File: src/rtl/sem_pkg.sv
package sem_pkg;
  typedef enum logic [1:0] {
    OWN_NONE  = 2'd0,
    OWN_LEFT  = 2'd1,
    OWN_RIGHT = 2'd2
  } owner_e;
endpackage

File: src/rtl/sem_port_decode.sv
module sem_port_decode #(
  parameter int NUM_FLAGS = 8,
  parameter int DATA_W    = 16,
  localparam int IDX_W    = $clog2(NUM_FLAGS)
) (
  input  logic                 sem_en_i,
  input  logic                 we_i,
  input  logic [IDX_W-1:0]     idx_i,
  input  logic [DATA_W-1:0]    wdata_i,
  output logic [NUM_FLAGS-1:0] req_o,
  output logic [NUM_FLAGS-1:0] rel_o
);
  logic                 wr_act;
  logic [NUM_FLAGS-1:0] sel;
  logic                 unused_wdata_hi;

  assign wr_act          = sem_en_i & we_i;
  assign sel             = NUM_FLAGS'(1) << idx_i;
  assign unused_wdata_hi = ^wdata_i[DATA_W-1:1];

  always_comb begin
    req_o = '0;
    rel_o = '0;
    if (wr_act) begin
      if (wdata_i[0]) rel_o = sel;
      else            req_o = sel;
    end
  end

  // at most one flag targeted, and no decode without an enabled write
  always_comb begin
    assert ($onehot0(req_o | rel_o)) else $error("p_single_target_r9");
    if (!wr_act) assert ((req_o | rel_o) == '0) else $error("p_no_decode_idle_r8");
  end
endmodule

File: src/rtl/sem_flag_cell.sv
module sem_flag_cell
  import sem_pkg::*;
(
  input  logic clk_i,
  input  logic rst_ni,
  input  logic l_req_i,
  input  logic l_rel_i,
  input  logic r_req_i,
  input  logic r_rel_i,
  output logic own_l_o,
  output logic own_r_o
);
  owner_e owner_q, owner_d;

  always_comb begin
    owner_d = owner_q;
    unique case (owner_q)
      OWN_NONE: begin
        if (l_req_i)      owner_d = OWN_LEFT;   // left takes priority
        else if (r_req_i) owner_d = OWN_RIGHT;
      end
      OWN_LEFT:  if (l_rel_i) owner_d = OWN_NONE;
      OWN_RIGHT: if (r_rel_i) owner_d = OWN_NONE;
      default:   owner_d = OWN_NONE;
    endcase
  end

  always_ff @(posedge clk_i or negedge rst_ni) begin
    if (!rst_ni) owner_q <= OWN_NONE;
    else         owner_q <= owner_d;
  end

  assign own_l_o = (owner_q == OWN_LEFT);
  assign own_r_o = (owner_q == OWN_RIGHT);

  p_excl_owner_r9: assert property (@(posedge clk_i) disable iff (!rst_ni)
    !(own_l_o && own_r_o));
  p_left_wins_r4: assert property (@(posedge clk_i) disable iff (!rst_ni)
    (owner_q == OWN_NONE && l_req_i && r_req_i) |=> own_l_o);
  p_take_free_r2: assert property (@(posedge clk_i) disable iff (!rst_ni)
    (owner_q == OWN_NONE && r_req_i && !l_req_i) |=> own_r_o);
  p_keep_left_r6: assert property (@(posedge clk_i) disable iff (!rst_ni)
    (own_l_o && !l_rel_i) |=> own_l_o);
  p_keep_right_r6: assert property (@(posedge clk_i) disable iff (!rst_ni)
    (own_r_o && !r_rel_i) |=> own_r_o);
  p_no_queue_r5: assert property (@(posedge clk_i) disable iff (!rst_ni)
    (own_l_o && l_rel_i) |=> !own_l_o && !own_r_o);
endmodule

File: src/rtl/sem_read_mux.sv
module sem_read_mux #(
  parameter int NUM_FLAGS = 8,
  parameter int DATA_W    = 16,
  localparam int IDX_W    = $clog2(NUM_FLAGS)
) (
  input  logic                 sem_en_i,
  input  logic                 we_i,
  input  logic                 oe_i,
  input  logic [IDX_W-1:0]     idx_i,
  input  logic [NUM_FLAGS-1:0] own_i,
  output logic [DATA_W-1:0]    rdata_o
);
  logic rd_act;
  logic flag_bit;

  assign rd_act   = sem_en_i & oe_i & ~we_i;
  assign flag_bit = ~own_i[idx_i];  // active low: 0 means held by this port
  assign rdata_o  = rd_act ? {DATA_W{flag_bit}} : '0;

  always_comb begin
    if (!rd_act) assert (rdata_o == '0) else $error("p_idle_zero_r10");
    assert (rdata_o == '0 || rdata_o == '1) else $error("p_replicated_r10");
  end
endmodule

File: src/rtl/sem_latch_bank.sv
module sem_latch_bank #(
  parameter int NUM_FLAGS = 8,
  parameter int DATA_W    = 16,
  localparam int IDX_W    = $clog2(NUM_FLAGS)
) (
  input  logic              clk_i,
  input  logic              rst_ni,
  input  logic              l_sem_en_i,
  input  logic              l_we_i,
  input  logic              l_oe_i,
  input  logic [IDX_W-1:0]  l_idx_i,
  input  logic [DATA_W-1:0] l_wdata_i,
  output logic [DATA_W-1:0] l_rdata_o,
  input  logic              r_sem_en_i,
  input  logic              r_we_i,
  input  logic              r_oe_i,
  input  logic [IDX_W-1:0]  r_idx_i,
  input  logic [DATA_W-1:0] r_wdata_i,
  output logic [DATA_W-1:0] r_rdata_o
);
  logic [NUM_FLAGS-1:0] l_req, l_rel, r_req, r_rel;
  logic [NUM_FLAGS-1:0] own_l, own_r;

  sem_port_decode #(.NUM_FLAGS(NUM_FLAGS), .DATA_W(DATA_W)) u_dec_l (
    .sem_en_i(l_sem_en_i), .we_i(l_we_i), .idx_i(l_idx_i), .wdata_i(l_wdata_i),
    .req_o(l_req), .rel_o(l_rel)
  );
  sem_port_decode #(.NUM_FLAGS(NUM_FLAGS), .DATA_W(DATA_W)) u_dec_r (
    .sem_en_i(r_sem_en_i), .we_i(r_we_i), .idx_i(r_idx_i), .wdata_i(r_wdata_i),
    .req_o(r_req), .rel_o(r_rel)
  );

  for (genvar g = 0; g < NUM_FLAGS; g++) begin : g_flag
    sem_flag_cell u_cell (
      .clk_i(clk_i), .rst_ni(rst_ni),
      .l_req_i(l_req[g]), .l_rel_i(l_rel[g]),
      .r_req_i(r_req[g]), .r_rel_i(r_rel[g]),
      .own_l_o(own_l[g]), .own_r_o(own_r[g])
    );
  end

  sem_read_mux #(.NUM_FLAGS(NUM_FLAGS), .DATA_W(DATA_W)) u_rd_l (
    .sem_en_i(l_sem_en_i), .we_i(l_we_i), .oe_i(l_oe_i), .idx_i(l_idx_i),
    .own_i(own_l), .rdata_o(l_rdata_o)
  );
  sem_read_mux #(.NUM_FLAGS(NUM_FLAGS), .DATA_W(DATA_W)) u_rd_r (
    .sem_en_i(r_sem_en_i), .we_i(r_we_i), .oe_i(r_oe_i), .idx_i(r_idx_i),
    .own_i(own_r), .rdata_o(r_rdata_o)
  );

  p_reset_free_r1: assert property (@(posedge clk_i) disable iff (!rst_ni)
    $rose(rst_ni) |-> (own_l == '0 && own_r == '0));
  p_disabled_hold_r8: assert property (@(posedge clk_i) disable iff (!rst_ni)
    (!l_sem_en_i && !r_sem_en_i) |=> ($stable(own_l) && $stable(own_r)));
endmodule

File: config.mk
export PLATFORM = sky130hd
export DESIGN_NAME = sem_latch_bank
export DESIGN_NICKNAME = d
export VERILOG_FILES = /design/src/rtl/sem_pkg.sv /design/src/rtl/sem_port_decode.sv /design/src/rtl/sem_flag_cell.sv /design/src/rtl/sem_read_mux.sv /design/src/rtl/sem_latch_bank.sv
export SDC_FILE = /design/constraint.sdc
export NUM_CORES = 1
export LEC_CHECK = 0
export ABC_AREA = 1
export CORE_MARGIN = 2
export CORE_UTILIZATION = 63
export DETAILED_ROUTE_END_ITERATION = 12
export DONT_BUFFER_PORTS = 1
export PLACE_DENSITY = 0.78
export SYNTH_ARGS = -nofsm -noshare
export SYNTH_HDL_FRONTEND = slang
export SYNTH_SLANG_ARGS = --single-unit
File: constraint.sdc
create_clock -name clk_i -period 1.6 [get_ports clk_i]
set_input_delay 0 -clock clk_i [delete_from_list [all_inputs] [get_ports clk_i]]
set_output_delay 0 -clock clk_i [all_outputs]
set_load 0.02 [all_outputs]
# Word-level counts from Yosys, hierarchy flattened
# Index checks and enable logic that the tools add are counted.
# word_totals
reg_bits	16
in_bits	46
out_inout_bits	32
elab_cells	132
# op_classes
magnitude_cmp	2
n_eq_ne	40
n_shift	2
muxes	54
bitwise	10
n_reduce_logical	16
# op_table
op	count
2-bit 2-to-1 mux	32
8-bit 2-to-1 mux	8
2-bit case mux with 3 select lines	8
16-bit 2-to-1 mux	2
2-bit inequality test (second input constant)	16
3-bit inequality test (second input constant)	8
3-bit AND reduction	8
2-bit by 1-bit equality test with 1-bit output (second input constant)	8
2-bit equality test (second input constant)	8
2-bit zero test	8
1-bit by 3-bit << shifter with 8-bit output (first input constant)	2
3-bit by 4-bit less-than comparator with 1-bit output (second input constant)	2
1-bit AND	6
1-bit binary-select mux with 3-bit select	2
1-bit inverter	4
1-bit 2-to-1 mux	2

# Depth between registers and ports, before layout
# Gate-level depths: netlist of the first run.
# depth
depth_word	6
mapped_depth	9

# Cells and area by module
# Synthesis of the first run repeated with hierarchy kept, for this count alone.
# unflattened
cells_unflattened	262
hier_area_um2	1619.1
# by_module_without_submodules
module	n_inst	cells_each	area_per_inst_um2
sem_flag_cell	8	14	105.1
sem_read_mux	2	44	252.7
sem_port_decode	2	31	136.4

# Least setup slack after synthesis of the first run
# OpenSTA, ideal clock, no wires.
# synth_path
path_kind	reg2out
startpoint	register g_flag[3].u_cell.owner_q[0]
endpoint	output port r_rdata_o[10]
arrival_time_ps	1728
slack_ps	-128
stages_incl_launch_ff	10
path_buffers	1
cell_sequence	dfrtp_1 -> inv_1 -> nand2_1 -> nor2_1 -> nor2_1 -> nand2_1 -> nand2_1 -> nand2_1 -> nor2_1 -> buf_4
# synth_between
elab_chain_len	5
# synth_lines
element	line	rtl
start, declared	sem_flag_cell.sv:13	owner_e owner_q, owner_d;
start signal, assigned	sem_flag_cell.sv:30	else owner_q <= owner_d;
2-bit equality test	sem_flag_cell.sv:34	assign own_r_o = (owner_q == OWN_RIGHT);
1-bit binary-select mux with 3-bit select	sem_read_mux.sv:17	assign flag_bit = ~own_i[idx_i];
1-bit 2-to-1 mux (not written as such)	sem_read_mux.sv:17	
1-bit inverter	sem_read_mux.sv:17	
16-bit 2-to-1 mux	sem_read_mux.sv:18	assign rdata_o = rd_act ? {DATA_W{flag_bit}} : '0;
end, declared	sem_latch_bank.sv:19	output logic [DATA_W-1:0] r_rdata_o
# No other way between the ends. The select of a mux whose other input is x is not followed.

# Final worst setup path of the first run
# layout_path
startpoint	register g_flag[6].u_cell.owner_q[1]
endpoint	output port r_rdata_o[12]
# layout_between
elab_chain_len	5
# layout_lines
element	line
start, declared	sem_flag_cell.sv:13
start signal, assigned	sem_flag_cell.sv:30
2-bit equality test	sem_flag_cell.sv:34
1-bit binary-select mux with 3-bit select	sem_read_mux.sv:17
1-bit 2-to-1 mux (not written as such)	sem_read_mux.sv:17
1-bit inverter	sem_read_mux.sv:17
16-bit 2-to-1 mux	sem_read_mux.sv:18
# No other way between the ends. The select of a mux whose other input is x is not followed.

==> summary.txt, run 1 <==
Clock network
  • CTS Buf Count: 3
  • Root Buffer: clkbuf_4
  • H-tree depth: 1
  • Clk Latency, worst-skew pair: 300 ps
  • CTS Buffer Depth: 2
  • TritonCTS Sinks: 16
  • Clock-pin transition on the worst setup and hold timing paths: 110 ps
  • CTS tree: done

Synthesis
  • Avg Inst Size Synth: 5.97 µm²
  • Largest cells by area after synthesis: dfrtp_1 (27%), nand2_1 (16%), buf_4 (15%), nor2_1 (15%), inv_1 (7.0%)
  • Sequential fraction of the synthesis area: 26.6%
  • YS warnings: 0
  • Area of the mapped netlist: 0.00150 mm²
  • Syn Nets: 298
  • Most frequent cell after synthesis: nand2_1
  • Post-synth top cells: nand2_1 (65), nor2_1 (59), buf_4 (31), inv_1 (28)
  • Synthesized flop and latch total: 16
  • Yosys top cell area share: 26.6%
  • Yosys cell types: 16
  • Largest area contributor in the netlist: dfrtp_1
  • Asr flop ratio synth: 100%
  • Top FF cell, synth: dfrtp_1
  • EDFF count, synth: 0
  • Syn Inst Count: 252

Drt
  • DRC viols: 0
  • Final wirelength: 3.54 mm
  • Final ANT Viol Nets: 0
  • TritonRoute pass-1 iters: 4
  • DR vias/cell: 5.56
  • Starting DRT DRC Count: 63
  • Routed WL per cell: 12.8 µm
  • Vias: 1,534

Finish
  • Area of the multi-input gates: 790 µm²
  • Share of layout cells above drive strength 1: 12.1%
  • Largest registers: g_flag.u_cell.owner_q: 16 flops
  • Register area: 400 µm²
  • Max reg flops: 16
  • Filler Cells Inserted: 188
  • Diodes inserted: 0
  • Top reg by flops: g_flag.u_cell.owner_q
  • Final instance area: 0.00166 mm²
  • Syn-to-layout area delta: 10.6%
  • Core Util, Final: 74.5%
  • Final Non-Filler Cells: 276
  • Nets: 295

Worst setup path
  • Worst setup path category: reg -> out
  • Worst Reg-to-Reg Cells: 9
  • RR Startpoint: g_flag[3].u_cell.owner_q[0]
  • Crit end category: output pin
  • Critical path's largest stage delay: 360 ps
  • Worst Path Required: 1600 ps
  • CP Depth: 8
  • Crit path max fanout: 12
  • Number of buffers and inverters on the critical path: 2
  • Crit start category: flip-flop
  • Crit path from: g_flag[6].u_cell.owner_q[1]
  • CP Cell Sequence: inv_1, nor2_1, nand2_1, nand3_1, nor2_1, nor2_1, nor2_4, clkbuf_16
  • Crit path max-delay family: simple AND/OR/NAND/NOR gates
  • Critical Path AT: 1680 ps
  • CP max stage cell: dfrtp_1
  • Most Frequent Cell on Critical Path: nor2_1

STA
  • Setup ws final: -76.7 ps
  • Slew @ Worst Pin: 773 ps
  • RSZ-0062 raised after global routing: yes
  • Max transition margin: 48.3%
  • Final setup viols: 28
  • Hold Violations, Final: 1
  • Fmax: 596 MHz
  • Post-route minimum period: 1680 ps
  • Final Cycle Share: 105%
  • Worst hold slack: -5.68 ps
  • Final-report max-slew violation count: 0
  • Clk_skew: 8.16 ps

Outcome
  • Failing checks: negative hold slack, negative setup slack
  • Status: finished, violations left

Placed design
  • I/O Buffers: 0
  • Area after DPL: 0.00138 mm²
  • Dpl hpwl: 2.58 mm
  • GPL Wtd Cong: 0.944
  • Placed insts: 252
  • Dpl ws: 298 ps

Die
  • Die ar.: 0.00279 mm²
  • Initial Util: 67.3%
  • Core region area: 0.00223 mm²
  • Die H: 52.9 µm
  • Num rows: 17
  • Die width: 52.9 µm
  • I/O pins: 78

Global routing
  • First-pass GRT wire length: 5.79 mm
  • Tot GR Track Use: 28.6%
  • Initial antenna violation count: 0
  • Number of global-route vias before repair: 1,417
  • Gr ovfl total: 0
  • Largest net degree at the start of global routing: 17

Power
  • P_leak: 0.871 nW
  • Max VDD drop: 0.000722 V
  • PD cells: 1030 mW/mm²

Hold path
  • Worst hold path depth: 4
  • Hold Startpoint: r_idx_i[2]
  • Hold crit path type: in -> reg

Job
  • Max-Cap Viols: 0
==> tightest hold or removal path: stages <==
cell and delay (ps):
inv_2 40, nand2_1 80, o21bai_1 80, nand2_1 60
==> report_power, final <==
group | leakage (nW) | total (mW) | switching (mW) | internal [mW]
clock | 0.0210 | 0.282 | 0.144 | 0.139
sequential | 0.217 | 0.599 | 0.0725 | 0.527
combinational | 0.633 | 0.838 | 0.549 | 0.289
total | 0.871 | 1.72 | 0.765 | 0.955
==> metrics by stage <==
step | TNS, ps | total power, mW | hold slack [ps]
6_report | -1150 | 1.72 | -5.68
5_1_grt | -4000 | 1.87 | 45.3
4_1_cts | -441 | 1.67 | -3.78
3_5_place_dp | 0 | 1.33 | -295
3_3_place_gp | 0 | 1.30 | -295
2_1_floorplan | 0 | 1.26 | -296
==> logic make-up after synthesis <==
| logic type | Yosys count | synth area share, % |
|---|---|---|
| AND/OR/NAND/NOR | 155 | 41.9 |
| buffers and inverters | 64 | 24.3 |
| AO/OA/AOI/OAI | 17 | 7.15 |
| flip-flops | 16 | 26.6 |
==> worst paths after layout <==
kind,end,slack [ps]
worst min-delay path,g_flag[0].u_cell.owner_q[1],-6
worst max register to register,g_flag[3].u_cell.owner_q[1],70
max in group asynchronous,g_flag[2].u_cell.owner_q[0],900
worst max-delay path,r_rdata_o[12],-80
worst min register to register,g_flag[1].u_cell.owner_q[0],580
min in group asynchronous,g_flag[4].u_cell.owner_q[1],210
==> timing repair <==
action | CTS | global route
pin swaps | 6 | 5
hold buffers | 18 | 1
endpoints found under the hold margin | 30 | 1
resized for setup | 3 | 20
setup endpoints to repair | 16 | 35
setup buffers | 0 | 1
==> layer usage <==
metal / global-route usage [%] / share of wire, %
met1: 35.2 / 43
met2: 47.9 / 46
met3: 4.80 / 7.6
met4: 14.1 / 2.8
met5: 0 / 0
==> layout by cell type, fill, tap and decap left out, types with 2 or more instances in the layout <==
cell type,instances
inv_1,26
o21bai_1,2
dlygate4sd3_1,16
dlymetal6s4s_1,3
nand3_1,14
o21ai_1,2
nand2_1,60
nor2_1,53
nand4_1,7
nand3_2,2
nor2_4,2
clkbuf_16,2
nor3_1,7
dfrtp_1,16
nor2_2,4
o31ai_1,7
o21ai_0,5
buf_4,3
clkbuf_4,3
nand2_2,6
inv_2,5
==> cell type report <==
class,instances,share of cell area (%)
clock buffers,4,2.18
flip-flops and latches,16,24.1
well taps,28,2.11
multi-input cells,172,47.5
inverters,31,7.00
repair buffers,25,17.2
(Power assumes the default switching activity.)
==> run 2, diff against run 1 <==
--- a/config.mk
+++ b/config.mk
@@ -13,4 +13,5 @@
 export PLACE_DENSITY = 0.78
 export SYNTH_ARGS = -nofsm -noshare
 export SYNTH_HDL_FRONTEND = slang
+export SYNTH_HIERARCHICAL = 1
 export SYNTH_SLANG_ARGS = --single-unit
==> run 2 against run 1 <==
Net effect:
- the run ends with negative setup slack left
- first-iteration DRC count shrank 22%
- critical path depth grew 2
- register-to-register slack gained 500 ps
- worst hold slack gained 12 ps
- highest routed layer unchanged
- setup slack gained 35 ps
- clock skew is essentially flat
- wire length grew 3.1%
- largest power group unchanged
- via count shrank 2.0%
- clock power grew 4%
- utilization shrank 4.1 points
==> summary.txt, run 2 <==
Outcome
  • Status: finished, violations left
  • Failing checks: negative setup slack

Drt
  • Vias: 1,504 (-2.0%)
  • Final wirelength: 3.65 mm (+3.1%)
  • DRC viols: 0 (unchanged)
  • TritonRoute pass-1 iters: 6 (+2)
  • Routed WL per cell: 12.7 µm (-1.2%)
  • Final ANT Viol Nets: 0 (unchanged)
  • Starting DRT DRC Count: 49 (-22%)
  • DR vias/cell: 5.22 (-6.0%)

Synthesis
  • Syn Inst Count: 262 (+4.0%)
  • Largest area contributor in the netlist: dfrtp_1
  • Avg Inst Size Synth: 6.18 µm² (+3.5%)
  • Area of the mapped netlist: 0.00162 mm² (+7.7%)
  • Sequential fraction of the synthesis area: 24.7% (-1.9 points)
  • Yosys top cell area share: 24.7% (-1.9 points)
  • YS warnings: 6 (+6)
  • Asr flop ratio synth: 100% (unchanged)
  • Top FF cell, synth: dfrtp_1
  • Syn Nets: 308 (+3.4%)
  • EDFF count, synth: 0 (unchanged)
  • Largest cells by area after synthesis: dfrtp_1 (25%), buf_4 (14%), nor2_1 (12%), nand2_1 (11%), nand3_1 (9.9%)
  • Most frequent cell after synthesis: nor2_1
  • Post-synth top cells: nor2_1 (52), nand2_1 (48), nand3_1 (32), buf_4 (30), inv_1 (30)
  • Synthesized flop and latch total: 16 (unchanged)
  • Yosys cell types: 15 (-1)

Worst setup path
  • Critical path's largest stage delay: 440 ps (+80 ps)
  • Critical Path AT: 1640 ps (-40 ps)
  • CP max stage cell: dfrtp_1
  • Crit path max-delay family: simple AND/OR/NAND/NOR gates
  • Number of buffers and inverters on the critical path: 3 (+1)
  • CP Cell Sequence: inv_2, nor2_1, inv_1, nand2_1, nand3_1, nand2_1, nand2_1, nand2_2, nor2_4, clkbuf_16
  • Crit start category: flip-flop
  • Crit path max fanout: 12 (unchanged)
  • RR Startpoint: g_flag[2].u_cell/owner_q[1]
  • Worst setup path category: reg -> out
  • Capturing point of the worst reg2reg path: g_flag[2].u_cell/owner_q[1]
  • Worst Path Required: 1600 ps (about the same)
  • Crit end category: output pin
  • Reg2reg setup slack: 570 ps (+500 ps)
  • Worst Reg-to-Reg Cells: 5 (-4)
  • Most Frequent Cell on Critical Path: nand2_1

Global routing
  • Gr ovfl total: 0 (unchanged)
  • Number of global-route vias before repair: 1,400 (-1.2%)
  • First-pass GRT wire length: 5.83 mm (+0.71%)
  • Initial antenna violation count: 0 (unchanged)
  • Tot GR Track Use: 26.9% (-1.7 points)
  • Largest net degree at the start of global routing: 17 (unchanged)

Hold path
  • Hold Startpoint: l_idx_i[2]
  • Hold crit path type: in -> reg
  • Worst Hold End: g_flag[7].u_cell/owner_q[0]
  • Worst hold path depth: 4 (unchanged)

Placed design
  • Placed insts: 266 (+5.6%)
  • GPL Wtd Cong: 0.833 (-12%)
  • I/O Buffers: 0 (unchanged)
  • Dpl hpwl: 2.32 mm (-10%)

STA
  • Setup TNS: -819 ps (+330 ps)
  • Fmax: 609 MHz (+2.1%)
  • Slew @ Worst Pin: 764 ps (-9.75 ps)
  • Hold Violations, Final: 0 (-1)
  • Setup ws final: -41.5 ps (+35.2 ps)
  • Final setup viols: 28 (unchanged)
  • Clk_skew: 8.21 ps (+0.0527 ps)
  • Post-route minimum period: 1640 ps (-35.2 ps)
  • Final Cycle Share: 103% (-2.2 points)
  • Worst hold slack: 6.20 ps (+11.9 ps)
  • RSZ-0062 raised after global routing: yes
  • Final-report max-slew violation count: 0 (unchanged)
  • Max transition margin: 48.9% (+0.65 points)

Finish
  • Largest registers: g_flag.u_cell/owner_q: 16 flops
  • Nets: 305 (+3.4%)
  • Top reg by flops: g_flag.u_cell/owner_q
  • Commonest non-fill, non-tap cell in the layout: nor2_1
  • Syn-to-layout area delta: 6.65%
  • Share of layout cells above drive strength 1: 20.2% (+8.1 points)
  • Max reg flops: 16 (unchanged)
  • Diodes inserted: 0 (unchanged)
  • Final Non-Filler Cells: 288 (+4.3%)
  • Filler Cells Inserted: 206 (+9.6%)
  • Core Util, Final: 70.3% (-4.1 points)
  • Commonest cells after routing, fill and taps aside: nor2_1 (49), nand2_1 (46), nand3_1 (32)

Power
  • Net Sw Frac: 43.8% (-0.72 points)
  • Combinational power share: 46.7% (-2.0 points)
  • Cell-internal power: 1.00 mW (+5.2%)
  • PD cells: 1030 mW/mm² (about the same)
  • P_leak: 0.840 nW (-3.5%)
  • Sequential Power Share: 36.9% (+2.1 points)
  • Total power: 1.79 mW (+3.8%)
  • Clock power share: 16.4% (about the same)
  • P_sw: 782 µW (+2.2%)
  • Max VDD drop: 0.000680 V (-5.8%)

Clock network
  • CTS tree: done
  • Root Buffer: clkbuf_4
  • CTS Buf Count: 3 (unchanged)
  • CTS Buffer Depth: 2 (unchanged)
  • H-tree depth: 1 (unchanged)
  • Clock-pin transition on the worst setup and hold timing paths: 120 ps (about the same)
  • Clk Latency, worst-skew pair: 300 ps (about the same)
  • TritonCTS Sinks: 16 (unchanged)

Die
  • Die width: 54.7 µm (+3.5%)
  • Num rows: 18 (+1)
  • Initial Util: 66.0% (-1.4 points)
  • Die ar.: 0.00299 mm² (+7.1%)
  • Core region area: 0.00245 mm² (+9.9%)
  • Die H: 54.7 µm (+3.5%)
  • I/O pins: 78 (unchanged)

Job
  • Max-Cap Viols: 0 (unchanged)
## run 2: timing repair
item,in CTS,in global routing
buffers inserted,5,4
endpoints found under the hold margin,28,0
hold buffers,9,0
setup endpoints to repair,32,32
gates resized for setup,3,10
pin swaps,1,4
## run 2: power groups by stage
stage / logic, mW / registers (mW) / clock network [mW]
final: 0.833 / 0.660 / 0.293
after global routing: 0.947 / 0.680 / 0.308
after CTS: 0.746 / 0.650 / 0.291
after detailed placement: 0.658 / 0.665 / 0
after global placement: 0.655 / 0.661 / 0
after floorplan: 0.606 / 0.637 / 0
## run 2: worst register-to-register path: stages (launching register included)
cell	delay [ps]
dfrtp_1	390
buf_4	130
buf_4	120
nor3_1	170
nand4_1	90
nand2_1	70
## run 2: worst max path at each step
stage,start,to,cells after the start
finish,g_flag[0].u_cell/owner_q[0],l_rdata_o[7],10
detailed placement,g_flag[5].u_cell/owner_q[1],r_rdata_o[0],8
floorplan,g_flag[1].u_cell/owner_q[1],r_rdata_o[10],10
global placement,g_flag[5].u_cell/owner_q[1],r_rdata_o[2],8
CTS,g_flag[1].u_cell/owner_q[0],l_rdata_o[7],10
global route,g_flag[0].u_cell/owner_q[0],l_rdata_o[9],10
## run 2: cell families (layout without fill, tap and decap cells)
logic type / Yosys count / count (layout) / synth area share, %
AO/OA/AOI/OAI: 2 / 2 / 0.618
AND/OR/NAND/NOR: 164 / 164 / 47.4
buffers and inverters: 80 / 76 / 27.2
flip-flops: 16 / 16 / 24.7
## run 2: area by class of cell
class / instances / area [µm²] / share of cell area (%)
repair buffers: 22 / 229 / 13.3
inverters: 50 / 215 / 12.5
well taps: 30 / 37.5 / 2.17
flip-flops and latches: 16 / 400 / 23.2
clock buffers: 4 / 36.3 / 2.10
multi-input cells: 166 / 808 / 46.8
## run 2: routing by layer
| metal | up-vias | global-route usage (%) | part of all wire (%) |
|---|---|---|---|
| met5 | - | 0 | 0 |
| met4 | 0 | 9.58 | 1.1 |
| met3 | 6 | 4.64 | 6.7 |
| met2 | 38 | 45.2 | 48 |
| met1 | 681 | 34.2 | 44 |
| li1 | 779 | - | - |
## run 2: stage by stage
stage,cell area [µm²],setup slack [ps]
after global routing,1730,-138
after global placement,1510,243
after floorplan,1620,88.1
after CTS,1680,-13.0
after detailed placement,1510,243
final,1730,-41.5
